--- src/rtl/fatx_pkg.sv ---
package fatx_pkg;

  // Strobes passed from the control module to the datapath each system clock.
  typedef struct packed {
    logic shiftBit;   // put the selected word bit on the data output
    logic idleBit;    // shift clock edge outside a frame: drive 0
    logic reload;     // last bit sent: take the holding register if full
    logic clearOut;   // block disabled: force the output low
  } fatxStrobe_t;

endpackage

--- src/rtl/fatx_edge.sv ---
module fatx_edge #(
  parameter int STAGES = 2
) (
  input  logic clk,
  input  logic rstN,
  input  logic rawIn,
  output logic rise
);
  logic [STAGES-1:0] syncQ;
  logic [STAGES-1:0] syncD;
  logic              prevQ;

  for (genvar g = 0; g < STAGES; g++) begin : g_stage
    if (g == 0) begin : g_first
      assign syncD[g] = rawIn;
    end else begin : g_next
      assign syncD[g] = syncQ[g-1];
    end
  end

  always_ff @(posedge clk or negedge rstN) begin
    if (!rstN) begin
      syncQ <= '0;
      prevQ <= 1'b0;
    end else begin
      syncQ <= syncD;
      prevQ <= syncQ[STAGES-1];
    end
  end

  assign rise = syncQ[STAGES-1] & ~prevQ;
endmodule

--- src/rtl/fatx_ctrl.sv ---
module fatx_ctrl
  import fatx_pkg::*;
#(
  parameter int WORD_W = 16,
  parameter int IDX_W  = $clog2(WORD_W)
) (
  input  logic             clk,
  input  logic             rstN,
  input  logic             enable,
  input  logic             wideMode,
  input  logic             fsRise,
  input  logic             scRise,
  output fatxStrobe_t      strobes,
  output logic [IDX_W-1:0] bitSel
);
  localparam int SHORT_W = WORD_W / 2;
  localparam logic [IDX_W-1:0] LONG_TOP  = IDX_W'(WORD_W - 1);
  localparam logic [IDX_W-1:0] SHORT_TOP = IDX_W'(SHORT_W - 1);

  logic             inFrame;
  logic [IDX_W-1:0] bitCnt;
  logic             scUse;

  // A frame sync takes priority over a shift clock edge in the same cycle.
  assign scUse = enable & ~fsRise & scRise;

  always_comb begin
    strobes.shiftBit = scUse & inFrame;
    strobes.idleBit  = scUse & ~inFrame;
    strobes.reload   = scUse & inFrame & (bitCnt == '0);
    strobes.clearOut = ~enable;
  end

  assign bitSel = bitCnt;

  always_ff @(posedge clk or negedge rstN) begin
    if (!rstN) begin
      inFrame <= 1'b0;
      bitCnt  <= '0;
    end else if (!enable) begin
      inFrame <= 1'b0;
    end else if (fsRise) begin
      inFrame <= 1'b1;
      bitCnt  <= wideMode ? LONG_TOP : SHORT_TOP;
    end else if (scRise && inFrame) begin
      if (bitCnt == '0) begin
        inFrame <= 1'b0;
      end else begin
        bitCnt <= bitCnt - 1'b1;
      end
    end
  end
endmodule

--- src/rtl/fatx_datapath.sv ---
module fatx_datapath
  import fatx_pkg::*;
#(
  parameter int WORD_W = 16,
  parameter int IDX_W  = $clog2(WORD_W)
) (
  input  logic              clk,
  input  logic              rstN,
  input  fatxStrobe_t       strobes,
  input  logic [IDX_W-1:0]  bitSel,
  input  logic              holdWrEn,
  input  logic [WORD_W-1:0] holdWrData,
  output logic              dmaReq,
  output logic              txData
);
  logic [WORD_W-1:0] holdQ;
  logic [WORD_W-1:0] wordQ;
  logic              holdFull;

  always_ff @(posedge clk or negedge rstN) begin
    if (!rstN) begin
      holdQ    <= '0;
      holdFull <= 1'b0;
    end else begin
      if (holdWrEn) begin
        holdQ    <= holdWrData;
        holdFull <= 1'b1;
      end else if (strobes.reload) begin
        holdFull <= 1'b0;
      end
    end
  end

  // Without a full holding register the word stays put and is sent again.
  always_ff @(posedge clk or negedge rstN) begin
    if (!rstN) begin
      wordQ <= '0;
    end else if (strobes.reload && holdFull) begin
      wordQ <= holdQ;
    end
  end

  always_ff @(posedge clk or negedge rstN) begin
    if (!rstN) begin
      txData <= 1'b0;
    end else if (strobes.clearOut || strobes.idleBit) begin
      txData <= 1'b0;
    end else if (strobes.shiftBit) begin
      txData <= wordQ[bitSel];
    end
  end

  assign dmaReq = ~holdFull;
endmodule

--- src/rtl/frame_audio_tx.sv ---
module frame_audio_tx
  import fatx_pkg::*;
#(
  parameter int WORD_W      = 16,
  parameter int SYNC_STAGES = 2
) (
  input  logic              clk,
  input  logic              rstN,
  input  logic              enable,
  input  logic              wideMode,
  input  logic              frameSyncIn,
  input  logic              shiftClkIn,
  input  logic              holdWrEn,
  input  logic [WORD_W-1:0] holdWrData,
  output logic              dmaReq,
  output logic              txData
);
  localparam int IDX_W = $clog2(WORD_W);

  logic             fsRise;
  logic             scRise;
  fatxStrobe_t      strobes;
  logic [IDX_W-1:0] bitSel;
  logic             reloadStb;

  fatx_edge #(.STAGES(SYNC_STAGES)) fsEdge_i (
    .clk(clk), .rstN(rstN), .rawIn(frameSyncIn), .rise(fsRise)
  );

  fatx_edge #(.STAGES(SYNC_STAGES)) scEdge_i (
    .clk(clk), .rstN(rstN), .rawIn(shiftClkIn), .rise(scRise)
  );

  fatx_ctrl #(.WORD_W(WORD_W), .IDX_W(IDX_W)) ctrl_i (
    .clk(clk), .rstN(rstN), .enable(enable), .wideMode(wideMode),
    .fsRise(fsRise), .scRise(scRise), .strobes(strobes), .bitSel(bitSel)
  );

  fatx_datapath #(.WORD_W(WORD_W), .IDX_W(IDX_W)) dp_i (
    .clk(clk), .rstN(rstN), .strobes(strobes), .bitSel(bitSel),
    .holdWrEn(holdWrEn), .holdWrData(holdWrData),
    .dmaReq(dmaReq), .txData(txData)
  );

  assign reloadStb = strobes.reload;
endmodule

--- config.mk ---
export PLATFORM = sky130hd
export DESIGN_NAME = frame_audio_tx
export DESIGN_NICKNAME = d
export VERILOG_FILES = /design/src/rtl/fatx_pkg.sv /design/src/rtl/fatx_edge.sv /design/src/rtl/fatx_ctrl.sv /design/src/rtl/fatx_datapath.sv /design/src/rtl/frame_audio_tx.sv
export SDC_FILE = /design/constraint.sdc
export NUM_CORES = 1
export LEC_CHECK = 0
export BUFFER_PORTS_ARGS = -buffer_cell sky130_fd_sc_hd__buf_2
export CAP_MARGIN = 20
export CORE_ASPECT_RATIO = 1.25
export CORE_MARGIN = 4
export CORE_UTILIZATION = 52
export DETAILED_ROUTE_END_ITERATION = 8
export PLACE_DENSITY = 0.73
export SKIP_LAST_GASP = 1
export SYNTH_ARGS = -nofsm -noshare
export SYNTH_HDL_FRONTEND = slang
export SYNTH_SLANG_ARGS = --single-unit
--- constraint.sdc ---
create_clock -name clk -period 2.3 [get_ports clk]
set_clock_uncertainty 0.1 [all_clocks]
set_input_delay 0.23 -clock clk [delete_from_list [all_inputs] [get_ports clk]]
set_output_delay 0.23 -clock clk [all_outputs]
set_load 0.02 [all_outputs]
Word level (Yosys, flattened, before mapping)
Index checks and enable logic that the tools add are counted.

Register bits: 45. Latch bits: 0. RAM bits: 0. Bits in read-only memories: 0. Bits of input ports: 23. Output and inout bits: 2. Word-level logic and storage cells: 51. Memories kept: 0.

Add/sub/neg operators: 1. Multiply operators: 0. Div/mod/pow operators: 0. Magnitude comparators: 1. Equality and inequality tests: 3. Shift operators: 0. Multiplexer cells: 14. Bitwise gates (word level): 13. Reduce and logical (&&, ||, !) cells: 9.

Operators with widths (number): $mux 4 (4); $mux 1 (9); $and 1x1->1 (7); $ne 3x1->1 const B (2); $not 1->1 (6); $reduce_bool 2->1 (3); $lt 4x5->1 const B (1); $bmux 1 s4 (1); $logic_not 4->1 (1); $sub 4x1->4 const B (1); $reduce_and 3->1 (1); $logic_and 1x1->1 (2); $ne 2x1->1 const B (1); $reduce_and 2->1 (1); $logic_or 1x1->1 (1).

Longest topological paths before layout
Depth in word-level cells: 9. Gate-level depth with buffers: 7.

Modules after synthesis
A second synthesis with hierarchy kept.

Cell total of the unflattened synthesis: 138. Area, all modules: 1931.9 µm².

By module, submodules not included: fatx_datapath (instances 1, cells each 91, area each 1430.1 µm², seq. area each 850.8 µm²); fatx_ctrl (instances 1, cells each 39, area each 324.1 µm², seq. area each 125.1 µm²); fatx_edge (instances 2, cells each 4, area each 88.8 µm², seq. area each 75.1 µm²).

Worst setup path after synthesis
Ideal clock, no wire load.

Kind: register -> register. Start point: register ctrl_i.bitCnt[0], in the netlist ctrl_i.bitSel[0]. End point: register dp_i.wordQ[10]. Arrival: 1.667 ns. Data required time: 2.075 ns. Setup slack: 0.408 ns. Cell stages (with the launch flop): 8. Path buffers: 2. Cells stage by stage: dfrtp_1 > buf_2 > inv_1 > ha_1 > nor3b_4 > nand3_4 > buf_6 > mux2_4.

Word-level cells in the longest chain between the ends: 3.

RTL lines: start, declared (RTL line fatx_ctrl.sv:21) `logic [IDX_W-1:0] bitCnt;`; start signal, assigned (RTL line fatx_ctrl.sv:44) `bitCnt <= wideMode ? LONG_TOP : SHORT_TOP;`; start signal, assigned (RTL line fatx_ctrl.sv:49) `bitCnt <= bitCnt - 1'b1;`; $logic_not 4->1 (RTL line fatx_ctrl.sv:30) `strobes.reload = scUse & inFrame & (bitCnt == '0);`; $and 1x1->1 (RTL line fatx_ctrl.sv:30); $logic_and 1x1->1 (RTL line fatx_datapath.sv:38) `end else if (strobes.reload && holdFull) begin`; end signal, assigned (RTL line fatx_datapath.sv:39) `wordQ <= holdQ;`; end, declared (RTL line fatx_datapath.sv:17) `logic [WORD_W-1:0] wordQ;`.

No other way between the ends. A chain may end at the register's enable or synchronous reset.

Final worst setup path
Start point: register ctrl_i.bitCnt[1], in the netlist ctrl_i.bitSel[1]. End point: register dp_i.wordQ[10].

Same word-level chain as after synthesis.

==> results <==
- The total count of max-transition violations in the final report is 0.
- For this run, the slowest stage of the critical path takes 0.42 ns.
- After clock tree synthesis, the clock-pin slew on the worst setup and hold paths is 0.08 ns.
- The setup TNS is 0 ns.
- Data on the critical path arrives at its endpoint at around 2.1 ns.
- In this run the power density over the cells is 705 mW/mm2.
- The number of global-route vias before repair came to 1249.
- The worst-case IR drop observed on VDD is 0.465 mV.
- Of all nets on the critical path, the largest fanout is 16.
- For this design the total switching power over the nets is about 0.00033 W.
- The count of endpoints failing hold in the final timing report came to 0.
- Counting every instance in the synthesized netlist gives around 130.
- The netlist uses 30 different library cells.
- The floorplan step defined a die boundary enclosing 0.00481 mm2.
- In the synthesized netlist the dominant register cell turns out to be dfrtp_1.
- The overall via count from detail_route is between 1000 and 1500.
- The proportion of power drawn by combinational gates is 7.7%.
- In the final routed layout, each cell accounts on average for 16.2 um.
- The cell chosen for the clock root is clkbuf_8.
- The worst setup path is of the register to register kind.
- The initial antenna violation count was 0.
- The worst register-to-register path has a depth of 5.
- The clock network latency to the later pin of the worst-skew pair is 0.28 ns.
- Of the total power, the share spent switching nets is 21.0%.
- The count of nets left with antenna violations once routing finished came out at 0.
- In this run the cell area of the synthesized design comes to 0.00195 mm2.
- The tool flagged a number of max-cap violations equal to 0.
- The sink count of the clock tree is 45.
- In this run the vertical extent of the chip is approximately 77 um.
- The post-layout net count is 189.
- STA classifies the critical path endpoint as a register.
- For this design the static power due to leakage is ~1.1 nW.
- The end of the worst register-to-register path is dp_i.wordQ[10]$_DFFE_PN0P_.
- The die boundary width is 62.8 um.
- The synthesis-to-layout area growth is 15.4%.
- The synthesized design contains 45 register bits.
- The internal power is 0.00126 W.
- The fraction of synthesis flops using an asynchronous set or reset pin is 100%.
- The ratio of final minimum period to clock period is 87.0%.
- In the routed design, unresolved DRC markers number 0.
- The sum of net half-perimeters after detailed placement is 2460 um.
- The flow ran to the end, and the final reports show no timing, DRC or antenna violations.
- The data required time of the critical path is 2.38 ns.
- The terminating pin of the worst hold path is dp_i.holdQ[7]$_DFFE_PN0P_.
- The CTS tree is yes.
- The total wire length is 3300 um.
- The number of clock buffers added by TritonCTS is 5.
- The H-tree generated during clock tree synthesis spans 2 levels.
- Per report_power, the clock group accounts for 37.4% of the total.
- The initial core utilization is 55.1%.
- The DRC marker count from the first detailed-route iteration is 70.
- Counting flops with a built-in enable in the synthesized netlist gives 0.
- The average size of a mapped cell is ~15 um2.
- The fraction of final layout cells sized beyond drive strength 1 is between 40 and 50%.
- For this run the aggregate overflow at the end of global routing stands at 0.
- Prior to clock tree synthesis, the placed netlist has a worst setup slack of ~0.31 ns.
- After clock tree synthesis, the repair step resized 0 gates.
- 25 I/O pins were placed.
- The number of port buffers is 24.
- Traced cell by cell, the critical path runs through inv_1 -> ha_1 -> nor3b_4 -> nand3_4 -> mux2_4.
- After layout, the worst setup slack is 0.299 ns.
- Together, buffers and inverters on the worst path number 1.
- The worst hold path startpoint is holdWrData[7].
- The total number of placement rows is 24.
- The first-pass GRT wire length is 5750 um.
- The number of antenna diodes in the final layout is 0.
- The number of cells traversed by the worst hold path is 2.
- The maximum number of pins on one net before global-route repair is 32.
- At the end of routability-driven placement, the weighted congestion stood at between 0.8 and 0.9.
- For the finished layout, the period the worst path requires is around 2 ns.
- Tracing the worst setup path back leads to its startpoint at ctrl_i.bitSel[1]$_DFFE_PN0P_.
- The number of vias per cell after detailed routing is about 5.5.
- The kind of cell with the highest combined delay along the critical path is simple AND/OR/NAND/NOR gates.
- The path class of the lowest-slack min-delay path is input pin to register.
- When the netlist entered floorplanning its net count stood at 157.
- The share of synthesized area occupied by flip-flops and latches is 57.7%.
- Timing would allow up to 0.500 GHz.
- No sink is reached through more buffers than the 2 on the longest clock path.
- Global routing used between 10% and 20% of the available tracks.
- The startpoint of the worst register-to-register path is ctrl_i.bitSel[1]$_DFFE_PN0P_.
- The first detailed-routing pass ran for 4 iterations.
- Across all register-to-register paths, the minimum setup slack is 0.30 ns.
- The area of the core is 0.00354 mm2.
- Setup repair after global routing left no endpoint under its margin.
- Among all stages on the critical path, the largest delay is contributed by dfrtp_1.
- The number of warnings issued by yosys is 0.
- Measured against its own limit, the worst slew margin works out to between 50% and 60%.
- Setup violations remaining at the end of the flow were counted as 0.
- Of the total power, registers draw 54.8%.
- For the pin with the worst max-slew slack, the measured transition is 0.660 ns.
- STA classifies the critical path startpoint as a register.
[Yosys cell counts, types with 2 or more instances]
| cell type | number | area share [%] |
|---|---|---|
| mux2i_1 | 2 | 1.0 |
| mux2_4 | 10 | 7.7 |
| mux4_2 | 3 | 3.5 |
| ha_1 | 2 | 1.3 |
| a21o_1 | 2 | 0.77 |
| or3_1 | 2 | 0.64 |
| nor2_1 | 2 | 0.38 |
| dfrtp_1 | 45 | 58 |
| inv_1 | 5 | 0.96 |
| a22oi_1 | 2 | 0.77 |
| mux2_2 | 23 | 13 |
| nand2_1 | 8 | 1.5 |
| buf_6 | 2 | 1.2 |
| o21ai_0 | 4 | 1.0 |
| buf_2 | 2 | 0.51 |
| a21oi_1 | 2 | 0.51 |
| nor3_1 | 3 | 0.77 |
[flip-flops by register name, indices dropped and copies added (netlist names)]
register	count
dp_i.wordQ	16
scEdge_i.syncQ	2
scEdge_i.prevQ	1
ctrl_i.inFrame	1
dp_i.holdFull	1
fsEdge_i.prevQ	1
dp_i.txData	1
ctrl_i.bitSel	4
fsEdge_i.syncQ	2
dp_i.holdQ	16
[routing by layer]
metal	vias to the layer above	global-route usage, %	wire [um]
li1	529	-	-
met1	556	17.7	1310
met2	25	27.2	1780
met3	9	3.83	141
met4	0	6.62	66
met5	-	0	0
[cell usage in the layout, fill, tap and decap left out, types with 3 or more instances in the layout]
| cell type | instances |
|---|---|
| dlygate4sd3_1 | 3 |
| nand2_1 | 8 |
| clkbuf_8 | 6 |
| buf_4 | 3 |
| mux2_2 | 23 |
| mux4_2 | 3 |
| dfrtp_1 | 45 |
| nor3_1 | 3 |
| o21ai_0 | 4 |
| mux2_4 | 10 |
| buf_2 | 24 |
| inv_1 | 5 |
[power by group through the flow]
| stage | sequential [W] | combinational [W] | clock, W |
|---|---|---|---|
| 2_1_floorplan | 0.000871 | 0.0000855 | 0 |
| 3_3_place_gp | 0.000885 | 0.000117 | 0 |
| 3_5_place_dp | 0.000887 | 0.000122 | 0 |
| 4_1_cts | 0.000872 | 0.000127 | 0.000610 |
| 5_1_grt | 0.000878 | 0.000140 | 0.000644 |
| 6_report | 0.000872 | 0.000123 | 0.000595 |
[timing repair]
| action | in CTS | in global routing |
|---|---|---|
| buffers inserted | 0 | 0 |
| endpoints found under the hold margin | 31 | 0 |
| hold buffers | 3 | 0 |
[layout make-up]
cell class,instances,area (um2)
multi-input cells,77,772
clock buffers,7,86.3
clock inverters,1,30.0
flip-flops and latches,45,1130
inverters,5,18.8
repair buffers,30,173
well taps,39,48.8
fillers,291,1290
[through the flow]
stage	instances	util [%]	hold slack [ns]	instance area [um2]	power [W]
final	204	63.6	0.0668	2250	0.00159
after global routing	204	63.6	0.0614	2250	0.00166
after CTS	204	63.6	0.0601	2250	0.00161
after global placement	193	59.5	0.194	2110	0.00100
after detailed placement	193	59.5	0.203	2110	0.00101
after floorplan	132	-	-0.166	1950	0.000956
[worst max path at each step]
stage	end	slack (ns)	depth (start not counted)
floorplan	dp_i.wordQ[10]$_DFFE_PN0P_	0.41	7
global placement	dp_i.wordQ[14]$_DFFE_PN0P_	0.40	5
detailed placement	dp_i.wordQ[10]$_DFFE_PN0P_	0.31	5
CTS	dp_i.wordQ[10]$_DFFE_PN0P_	0.29	5
global route	dp_i.wordQ[10]$_DFFE_PN0P_	0.16	5
finish	dp_i.wordQ[10]$_DFFE_PN0P_	0.30	5
[cells by family after synthesis]
family                   share of synthesized area [%]
adder cells (fa/ha/maj)                           1.28
AO/OA/AOI/OAI                                     4.68
buffers and inverters                             2.82
flip-flops                                        57.7
multiplexers                                      25.4
AND/OR/NAND/NOR                                   8.14
No activity file was read; power rests on OpenSTA's default activity.
